**src/rtl/eth_seq_pkg.sv**
```systemverilog
package eth_seq_pkg;

    localparam int PTR_W     = 16;
    localparam int HDR_BYTES = 6;
    localparam int HDR_KEEP  = 4;
    localparam int CRC_BYTES = 4;

    typedef enum logic [1:0] {
        OP_WREG = 2'd0,
        OP_WBUF = 2'd1,
        OP_RBUF = 2'd2,
        OP_BSET = 2'd3
    } seq_op_e;

    typedef enum logic [3:0] {
        ST_INIT,
        ST_IDLE,
        ST_TX_HEAD,
        ST_TX_DATA,
        ST_TX_TAIL,
        ST_RX_HEAD,
        ST_RX_DECIDE,
        ST_RX_DATA,
        ST_RX_TAIL
    } seq_st_e;

    typedef struct packed {
        seq_st_e          st;
        logic [3:0]       step;
        logic [PTR_W-1:0] cnt;
        logic [PTR_W-1:0] tail;
        logic [PTR_W-1:0] lim;
        logic             done;
        logic [PTR_W-1:0] dcnt;
        logic             rxv;
        logic [7:0]       rxd;
        logic             rxl;
    } seq_regs_t;

endpackage

```
**src/rtl/eth_seq_hdr.sv**
```systemverilog
module eth_seq_hdr
    import eth_seq_pkg::*;
(
    input  logic             clk,
    input  logic             rst_n,
    input  logic             cap_en,
    input  logic [2:0]       cap_idx,
    input  logic [7:0]       cap_byte,
    input  logic [PTR_W-1:0] limit,
    output logic [PTR_W-1:0] next_ptr,
    output logic [PTR_W-1:0] pay_len,
    output logic             too_big
);

    logic [HDR_KEEP-1:0][7:0] hb_q, hb_d;
    logic [PTR_W-1:0]         frame_len;

    for (genvar g = 0; g < HDR_KEEP; g++) begin : g_hdr_byte
        assign hb_d[g] = (cap_en && cap_idx == 3'(g)) ? cap_byte : hb_q[g];
    end

    always_ff @(posedge clk or negedge rst_n) begin
        if (!rst_n) hb_q <= '0;
        else        hb_q <= hb_d;
    end

    assign next_ptr  = {hb_q[1], hb_q[0]};
    assign frame_len = {hb_q[3], hb_q[2]};
    assign pay_len   = (frame_len < PTR_W'(CRC_BYTES)) ? '0 : frame_len - PTR_W'(CRC_BYTES);
    assign too_big   = pay_len > limit;

    AST_HDR_IDX: assert property (@(posedge clk) disable iff (!rst_n)
        cap_en |-> cap_idx < 3'(HDR_KEEP));

endmodule

```
**src/rtl/eth_seq_cmdsel.sv**
```systemverilog
module eth_seq_cmdsel
    import eth_seq_pkg::*;
#(
    parameter int               AW        = 5,
    parameter logic [AW-1:0]    A_BUF_RD  = 5'h00,
    parameter logic [AW-1:0]    A_BUF_WR  = 5'h02,
    parameter logic [AW-1:0]    A_TX_BEG  = 5'h04,
    parameter logic [AW-1:0]    A_TX_FIN  = 5'h06,
    parameter logic [AW-1:0]    A_RX_BEG  = 5'h08,
    parameter logic [AW-1:0]    A_RX_FIN  = 5'h0A,
    parameter logic [AW-1:0]    A_RX_TAIL = 5'h0C,
    parameter logic [AW-1:0]    A_CTRL2   = 5'h1E,
    parameter logic [AW-1:0]    A_CTRL1   = 5'h1F,
    parameter logic [7:0]       M_TXGO    = 8'h08,
    parameter logic [7:0]       M_PKTDEC  = 8'h40,
    parameter logic [7:0]       M_AUTOINC = 8'h80,
    parameter logic [PTR_W-1:0] RX_FIRST  = 16'h0000,
    parameter logic [PTR_W-1:0] RX_FINAL  = 16'h17FE,
    parameter logic [PTR_W-1:0] TX_FIRST  = 16'h1800,
    parameter logic [PTR_W-1:0] TX_FINAL  = 16'h1FFE,
    parameter int               INIT_LAST = 10
)
(
    input  seq_st_e          st,
    input  logic [3:0]       step,
    input  logic [PTR_W-1:0] rx_tail,
    input  logic [PTR_W-1:0] next_ptr,
    input  logic [PTR_W-1:0] tx_fin,
    input  logic [7:0]       tx_byte,
    output logic [1:0]       op,
    output logic [AW-1:0]    addr,
    output logic [7:0]       data
);

    logic             is_ptr;
    logic [AW-1:0]    pbase;
    logic [PTR_W-1:0] pval;

    always_comb begin
        op     = OP_WREG;
        addr   = '0;
        data   = '0;
        is_ptr = 1'b0;
        pbase  = '0;
        pval   = '0;
        unique case (st)
            ST_INIT: begin
                if (step == 4'(INIT_LAST)) begin
                    op = OP_BSET; addr = A_CTRL2; data = M_AUTOINC;
                end else begin
                    is_ptr = 1'b1;
                    case (step[3:1])
                        3'd0:    begin pbase = A_RX_BEG;  pval = RX_FIRST; end
                        3'd1:    begin pbase = A_RX_FIN;  pval = RX_FINAL; end
                        3'd2:    begin pbase = A_RX_TAIL; pval = RX_FIRST; end
                        3'd3:    begin pbase = A_TX_BEG;  pval = TX_FIRST; end
                        default: begin pbase = A_TX_FIN;  pval = TX_FINAL; end
                    endcase
                end
            end
            ST_TX_HEAD: begin
                if (step == 4'd2) begin
                    op = OP_WBUF; data = 8'h00;
                end else begin
                    is_ptr = 1'b1; pbase = A_BUF_WR; pval = TX_FIRST;
                end
            end
            ST_TX_DATA: begin
                op = OP_WBUF; data = tx_byte;
            end
            ST_TX_TAIL: begin
                if (step == 4'd2) begin
                    op = OP_BSET; addr = A_CTRL1; data = M_TXGO;
                end else begin
                    is_ptr = 1'b1; pbase = A_TX_FIN; pval = tx_fin;
                end
            end
            ST_RX_HEAD: begin
                if (step >= 4'd2) begin
                    op = OP_RBUF;
                end else begin
                    is_ptr = 1'b1; pbase = A_BUF_RD; pval = rx_tail;
                end
            end
            ST_RX_DATA: op = OP_RBUF;
            ST_RX_TAIL: begin
                if (step == 4'd2) begin
                    op = OP_BSET; addr = A_CTRL2; data = M_PKTDEC;
                end else begin
                    is_ptr = 1'b1; pbase = A_RX_TAIL; pval = next_ptr;
                end
            end
            default: ;
        endcase
        if (is_ptr) begin
            addr = pbase + AW'(step[0]);
            data = step[0] ? pval[15:8] : pval[7:0];
        end
    end

endmodule

```
**src/rtl/eth_frame_seq.sv**
```systemverilog
module eth_frame_seq
    import eth_seq_pkg::*;
#(
    parameter int            BUF_BYTES = 8192,
    parameter int            AW        = 5,
    parameter logic [AW-1:0] A_BUF_RD  = 5'h00,
    parameter logic [AW-1:0] A_BUF_WR  = 5'h02,
    parameter logic [AW-1:0] A_TX_BEG  = 5'h04,
    parameter logic [AW-1:0] A_TX_FIN  = 5'h06,
    parameter logic [AW-1:0] A_RX_BEG  = 5'h08,
    parameter logic [AW-1:0] A_RX_FIN  = 5'h0A,
    parameter logic [AW-1:0] A_RX_TAIL = 5'h0C,
    parameter logic [AW-1:0] A_CTRL2   = 5'h1E,
    parameter logic [AW-1:0] A_CTRL1   = 5'h1F,
    parameter logic [7:0]    M_TXGO    = 8'h08,
    parameter logic [7:0]    M_PKTDEC  = 8'h40,
    parameter logic [7:0]    M_AUTOINC = 8'h80
)
(
    input  logic             clk,
    input  logic             rst_n,
    input  logic             req_valid,
    input  logic             req_kind,
    input  logic [15:0]      rx_limit,
    output logic             busy,
    output logic             done,
    output logic [15:0]      done_count,
    input  logic [7:0]       tx_data,
    input  logic             tx_valid,
    input  logic             tx_last,
    output logic             tx_ready,
    output logic [7:0]       rx_data,
    output logic             rx_valid,
    output logic             rx_last,
    output logic             cmd_valid,
    output logic [1:0]       cmd_op,
    output logic [AW-1:0]    cmd_addr,
    output logic [7:0]       cmd_data,
    input  logic             cmd_ack,
    input  logic [7:0]       rd_data
);

    localparam logic [PTR_W-1:0] TX_FIRST  = PTR_W'(BUF_BYTES / 4 * 3);
    localparam logic [PTR_W-1:0] TX_FINAL  = PTR_W'(BUF_BYTES - 2);
    localparam logic [PTR_W-1:0] RX_FIRST  = '0;
    localparam logic [PTR_W-1:0] RX_FINAL  = TX_FIRST - PTR_W'(2);
    localparam int               INIT_LAST = 10;
    localparam logic [3:0]       HDR_LAST  = 4'(2 + HDR_BYTES - 1);

    seq_regs_t        r_q, r_d;
    logic             fire;
    logic             cap_en;
    logic [2:0]       cap_idx;
    logic [PTR_W-1:0] next_ptr, pay_len, tx_fin;
    logic             too_big;

    assign tx_fin = TX_FIRST + r_q.cnt;

    eth_seq_hdr u_hdr (
        .clk      (clk),
        .rst_n    (rst_n),
        .cap_en   (cap_en),
        .cap_idx  (cap_idx),
        .cap_byte (rd_data),
        .limit    (r_q.lim),
        .next_ptr (next_ptr),
        .pay_len  (pay_len),
        .too_big  (too_big)
    );

    eth_seq_cmdsel #(
        .AW(AW), .A_BUF_RD(A_BUF_RD), .A_BUF_WR(A_BUF_WR), .A_TX_BEG(A_TX_BEG),
        .A_TX_FIN(A_TX_FIN), .A_RX_BEG(A_RX_BEG), .A_RX_FIN(A_RX_FIN),
        .A_RX_TAIL(A_RX_TAIL), .A_CTRL2(A_CTRL2), .A_CTRL1(A_CTRL1),
        .M_TXGO(M_TXGO), .M_PKTDEC(M_PKTDEC), .M_AUTOINC(M_AUTOINC),
        .RX_FIRST(RX_FIRST), .RX_FINAL(RX_FINAL), .TX_FIRST(TX_FIRST),
        .TX_FINAL(TX_FINAL), .INIT_LAST(INIT_LAST)
    ) u_cmdsel (
        .st       (r_q.st),
        .step     (r_q.step),
        .rx_tail  (r_q.tail),
        .next_ptr (next_ptr),
        .tx_fin   (tx_fin),
        .tx_byte  (tx_data),
        .op       (cmd_op),
        .addr     (cmd_addr),
        .data     (cmd_data)
    );

    always_comb begin
        case (r_q.st)
            ST_INIT, ST_TX_HEAD, ST_TX_TAIL,
            ST_RX_HEAD, ST_RX_DATA, ST_RX_TAIL: cmd_valid = 1'b1;
            ST_TX_DATA:                        cmd_valid = tx_valid;
            default:                           cmd_valid = 1'b0;
        endcase
    end

    assign fire     = cmd_valid && cmd_ack;
    assign tx_ready = (r_q.st == ST_TX_DATA) && fire;
    assign cap_en   = (r_q.st == ST_RX_HEAD) && fire &&
                      (r_q.step >= 4'd2) && (r_q.step < 4'(2 + HDR_KEEP));
    assign cap_idx  = 3'(r_q.step - 4'd2);

    always_comb begin
        r_d      = r_q;
        r_d.done = 1'b0;
        r_d.rxv  = 1'b0;
        r_d.rxl  = 1'b0;
        unique case (r_q.st)
            ST_INIT: if (fire) begin
                if (r_q.step == 4'(INIT_LAST)) begin
                    r_d.st   = ST_IDLE;
                    r_d.step = '0;
                end else begin
                    r_d.step = r_q.step + 4'd1;
                end
            end
            ST_IDLE: if (req_valid) begin
                r_d.step = '0;
                r_d.cnt  = '0;
                if (req_kind) begin
                    r_d.st  = ST_RX_HEAD;
                    r_d.lim = rx_limit;
                end else begin
                    r_d.st  = ST_TX_HEAD;
                end
            end
            ST_TX_HEAD: if (fire) begin
                if (r_q.step == 4'd2) begin
                    r_d.st   = ST_TX_DATA;
                    r_d.step = '0;
                end else begin
                    r_d.step = r_q.step + 4'd1;
                end
            end
            ST_TX_DATA: if (fire) begin
                r_d.cnt = r_q.cnt + PTR_W'(1);
                if (tx_last) r_d.st = ST_TX_TAIL;
            end
            ST_TX_TAIL: if (fire) begin
                if (r_q.step == 4'd2) begin
                    r_d.st   = ST_IDLE;
                    r_d.step = '0;
                    r_d.done = 1'b1;
                    r_d.dcnt = r_q.cnt;
                end else begin
                    r_d.step = r_q.step + 4'd1;
                end
            end
            ST_RX_HEAD: if (fire) begin
                if (r_q.step == HDR_LAST) begin
                    r_d.st   = ST_RX_DECIDE;
                    r_d.step = '0;
                end else begin
                    r_d.step = r_q.step + 4'd1;
                end
            end
            ST_RX_DECIDE: begin
                r_d.st = (pay_len != '0 && !too_big) ? ST_RX_DATA : ST_RX_TAIL;
            end
            ST_RX_DATA: if (fire) begin
                r_d.cnt = r_q.cnt + PTR_W'(1);
                r_d.rxv = 1'b1;
                r_d.rxd = rd_data;
                if (r_q.cnt + PTR_W'(1) == pay_len) begin
                    r_d.rxl = 1'b1;
                    r_d.st  = ST_RX_TAIL;
                end
            end
            ST_RX_TAIL: if (fire) begin
                if (r_q.step == 4'd2) begin
                    r_d.st   = ST_IDLE;
                    r_d.step = '0;
                    r_d.tail = next_ptr;
                    r_d.done = 1'b1;
                    r_d.dcnt = too_big ? '0 : pay_len;
                end else begin
                    r_d.step = r_q.step + 4'd1;
                end
            end
            default: r_d.st = ST_IDLE;
        endcase
    end

    always_ff @(posedge clk or negedge rst_n) begin
        if (!rst_n) begin
            r_q      <= '0;
            r_q.st   <= ST_INIT;
            r_q.tail <= RX_FIRST;
        end else begin
            r_q <= r_d;
        end
    end

    assign busy       = (r_q.st != ST_IDLE);
    assign done       = r_q.done;
    assign done_count = r_q.dcnt;
    assign rx_data    = r_q.rxd;
    assign rx_valid   = r_q.rxv;
    assign rx_last    = r_q.rxl;

    AST_CMD_HOLD: assert property (@(posedge clk) disable iff (!rst_n)
        cmd_valid && !cmd_ack |=> cmd_valid && $stable(cmd_op) && $stable(cmd_addr) && $stable(cmd_data));
    AST_DONE_IDLE: assert property (@(posedge clk) disable iff (!rst_n)
        done |-> !busy);
    AST_DONE_PULSE: assert property (@(posedge clk) disable iff (!rst_n)
        done |=> !done);
    AST_TXRDY_WBUF: assert property (@(posedge clk) disable iff (!rst_n)
        tx_ready |-> cmd_valid && cmd_op == OP_WBUF);
    AST_RXLAST_VALID: assert property (@(posedge clk) disable iff (!rst_n)
        rx_last |-> rx_valid);
    AST_NO_DROP_LEAK: assert property (@(posedge clk) disable iff (!rst_n)
        rx_valid |-> !too_big);
    AST_INIT_RANGE: assert property (@(posedge clk) disable iff (!rst_n)
        r_q.st == ST_INIT |-> r_q.step <= 4'(INIT_LAST));

endmodule

```
**config.mk**
```make
export PLATFORM = sky130hd
export DESIGN_NAME = eth_frame_seq
export DESIGN_NICKNAME = d
export VERILOG_FILES = /design/src/rtl/eth_seq_pkg.sv /design/src/rtl/eth_seq_hdr.sv /design/src/rtl/eth_seq_cmdsel.sv /design/src/rtl/eth_frame_seq.sv
export SDC_FILE = /design/constraint.sdc
export NUM_CORES = 1
export LEC_CHECK = 0
export BUFFER_PORTS_ARGS = -buffer_cell sky130_fd_sc_hd__buf_2
export CORE_ASPECT_RATIO = 1.4
export CORE_MARGIN = 2
export CORE_UTILIZATION = 26
export CTS_BUF_LIST = sky130_fd_sc_hd__clkbuf_4 sky130_fd_sc_hd__clkbuf_8 sky130_fd_sc_hd__clkbuf_16
export CTS_CLUSTER_DIAMETER = 150
export DETAILED_ROUTE_END_ITERATION = 16
export HOLD_SLACK_MARGIN = 0.02
export PLACE_DENSITY = 0.46
export SYNTH_ARGS = -nofsm -noshare
export SYNTH_HDL_FRONTEND = slang
export SYNTH_HIERARCHICAL = 1
export SYNTH_SLANG_ARGS = --single-unit
```
**constraint.sdc**
```tcl
create_clock -name clk -period 3.7 [get_ports clk]
set_clock_uncertainty 0.2 [all_clocks]
set_input_delay 1.11 -clock clk [delete_from_list [all_inputs] [get_ports clk]]
set_output_delay 1.11 -clock clk [all_outputs]
set_load 0.005 [all_outputs]
```
==> flow_summary_export.csv <==
group,metric,value,unit
floorplanning,start_util,26.5,%
critical_path,worst-path-buf-inv,4,
critical_path,critPathRequiredTime,3.85,ns
placement,gp_congestion,0.852,
route,drc,0,
power,p_sw,4.79,mW
critical_path,r2r-start,"u_hdr/frame_len[6]",
layout,drive_above_1_share,40.0,%
clocking,cts_tree,"built",
clocking,cts_sinks,115,
floorplanning,dieHeight,206,um
sta,final_hold_viol_count,0,
hold_path,hp-class,"flop to flop",
synth,ys.warnings.count,6,
grt,grt_max_degree,53,
floorplanning,core,28500,um^2
floorplanning,dieWidth,148,um
synth,syn_avg_cell_area,9.94,um^2
route,wl,24.4,mm
synth,synth_most_common_cell,"dfrtp_1",
floorplanning,ioPinCount,84,
placement,io_buffer_count,83,
grt,grt_pass1_wl,37.9,mm
sta,max_slew_margin,61.0,%
synth,ys_top_cells_by_count,"115 x dfrtp_1, 73 x mux2_2, 54 x nand2_1",
route,wl_per_cell,19.0,um
layout,area_delta_synth_final,28.5,%
grt,antenna_found_initial,0,
grt,track_usage,16.3,%
route,drt_first_pass_iters,6,
clocking,cts_root_buffer,"clkbuf_16",
synth,synth-seq-area-share,38.0,%
placement,placed_cell_area,8690,um^2
critical_path,max_stage_delay,0.40,ns
sta,max_freq,0.268,GHz
outcome,status,"finished with violations",
critical_path,cp_cell_sequence,"nor4_4, buf_4, nand3_4, nor4_4, buf_4, buf_6, nor2_4, ha_4, a21oi_2, o21ai_1, a221o_1, o31a_1, a41oi_2, buf_4, nand2_2, a221oi_2, mux2i_1, o21ai_1",
critical_path,crit_path_frequent_cell,"buf_4",
layout,stdcell_count,1284,
layout,diodes,0,
clocking,clockBufferDepth,2,
synth,synth_nets,823,
route,vias,6484,
clocking,clk_latency,0.43,ns
floorplanning,rows,73,
sta,rsz0062_at_grt,"true",
clocking,numCtsBuffers,17,
synth,async_flop_share,100,%
clocking,hold_buffers,0,
power,p_comb_share,66.6,%
clocking,cts.clk_slew.worst_paths,0.06,ns
critical_path,cp_data_arrival_time,3.87,ns
critical_path,r2r_slack,-0.03,ns
synth,synth.area.top_cells,"dfrtp_1 38%, mux2_2 11%, ha_1 3.8%",
layout,final_area,9720,um^2
critical_path,cp_slowest_cell,"dfrtp_1",
synth,synth_cell_type_count,86,
critical_path,critPathLaunchType,"flop",
hold_path,hp-start,"r_q[36]",
power,power_frac_seq,17.4,%
critical_path,startpoint,"u_hdr/frame_len[6]",
synth,synth_enable_flop_cells,0,
synth,yosys.area.top_type_share,38.0,%
outcome,violations,"negative setup slack",
sta,drv_slew,0,
sta,period_minus_slack,3.73,ns
sta,setup_violations,2,
sta,fin_ws,-0.0253,ns
power,max-vdd-ir-drop,0.711,mV
grt,overflow,0,
synth,synthFlopType,"dfrtp_1",
placement,dp.cells,1240,
synth,yosysTopAreaCell,"dfrtp_1",
route,ant_nets,0,
clocking,cts_max_level,4,
placement,dp_hpwl,18.2,mm
sta,timing.final.crit_share,101,%
route,initialDrtViolationCount,374,
synth,syn_area,7570,um^2
critical_path,critical_path.max_fanout,5,
critical_path,crit_family,"compound AO/OA/AOI/OAI gates",
sta,tightestPinTransition,0.585,ns
power,intPower,6.10,mW
job,maxCapViolCount,0,
synth,ys_ff_latch,115,
floorplanning,dieArea,30500,um^2
power,p_leak,4.57,nW
synth,syn_inst,761,
power,p_sw_share,44.0,%
critical_path,critPathKind,"flop to flop",
route,vias_per_cell,5.05,
critical_path,end_kind,"flop",
grt,grt_pass1_vias,6604,
layout,nNetsFinal,958,
power,pwr-share-clk,16.0,%
power,powerDensity,1120,nW/um^2
cell usage in the layout (no fill, tap or decap), drive strengths merged, types with 16 or more instances in the layout:
master,synthesis,final
buf,47,181
nor2,42,42
a222oi,16,16
inv,52,55
dfrtp,115,115
nand2,54,54
clkbuf,18,21
nor4,17,17
mux2,73,73
ha,23,23
o21ai,47,47
xnor2,18,18
a21oi,19,19
nand3,21,21
kinds of logic (layout without fill, tap and decap cells):
logic type,count (synthesis),in the layout,synth area share (%)
buffers and inverters,118,266,8.47
AND/OR/NAND/NOR,216,216,17.1
AO/OA/AOI/OAI,177,177,17.1
adder cells (fa/ha/maj),23,23,3.80
flip-flops,115,115,38.0
XOR/XNOR,33,33,3.82
multiplexers,79,79,11.7
what timing repair did:
action / CTS / global route
buffers inserted: 4 / 8
resized for setup: 30 / 41
pin swaps: 13 / 32
hold endpoints to repair: 0 / 0
endpoints found under the setup margin: 29 / 30
state kept, by name (all words and copies together), names as in the netlist:
name	flops
done	1
u_hdr/frame_len	16
rx_last	1
done_count	16
rx_valid	1
u_hdr/next_ptr	16
r_q	56
rx_data	8
metal layers:
metal / up-vias / track usage, % / wire length (um) / share of wire [%]
li1: 3066 / - / - / -
met1: 3257 / 18.2 / 9600 / 39
met2: 129 / 30.2 / 13300 / 54
met3: 32 / 2.31 / 677 / 2.8
met4: 0 / 7.38 / 821 / 3.4
met5: - / 0 / 0 / 0
layout make-up:
type	instances	area, um^2
flip-flops and latches	115	2880
clock buffers	21	474
fillers	3025	18800
well taps	375	469
multi-input cells	528	4350
clock inverters	11	149
repair buffers	181	1200
inverters	53	199
path summary, 6_finish.rpt:
| path | to | cells past startpoint |
|---|---|---|
| worst max-delay path | r_q[81] | 18 |
| worst min-delay path | r_q[36] | 1 |
| worst max register to register | r_q[81] | 18 |
| worst min register to register | r_q[36] | 1 |
| max in group asynchronous | r_q[70] | 2 |
| min in group asynchronous | rx_data[6] | 1 |
power groups by stage:
stage                     Clock (mW)  Sequential [mW]  Combinational (mW)
after floorplan                    0             1.85                3.90
after global placement             0             1.90                6.13
after detailed placement           0             1.91                6.18
after CTS                       1.79             1.90                6.51
after global routing            1.85             1.93                7.88
final                           1.75             1.89                7.25
worst reg2reg max path, stage by stage (launching register included):
cell      delay (ns)
dfrtp_1         0.40
nor4_4          0.31
buf_4           0.17
nand3_4         0.08
nor4_4          0.23
buf_4           0.18
buf_6           0.13
nor2_4          0.05
ha_4            0.25
a21oi_2         0.13
o21ai_1         0.08
a221o_1         0.31
o31a_1          0.31
a41oi_2         0.16
buf_4           0.17
nand2_2         0.06
a221oi_2        0.24
mux2i_1         0.10
o21ai_1         0.10
through the flow:
step	hold slack [ns]	power, mW	util (%)	setup WS, ns	TNS [ns]
5_1_grt	0.318	11.7	34.1	-0.239	-2.97
3_5_place_dp	0.293	8.09	30.5	-0.150	-0.590
6_report	0.303	10.9	34.1	-0.0253	-0.0323
3_3_place_gp	0.284	8.03	30.5	-0.0916	-0.134
4_1_cts	0.305	10.2	33.3	0.0000187	0
2_1_floorplan	0.258	5.75	-	0.0419	0
Note: power is estimated with default switching activity, not from simulation.
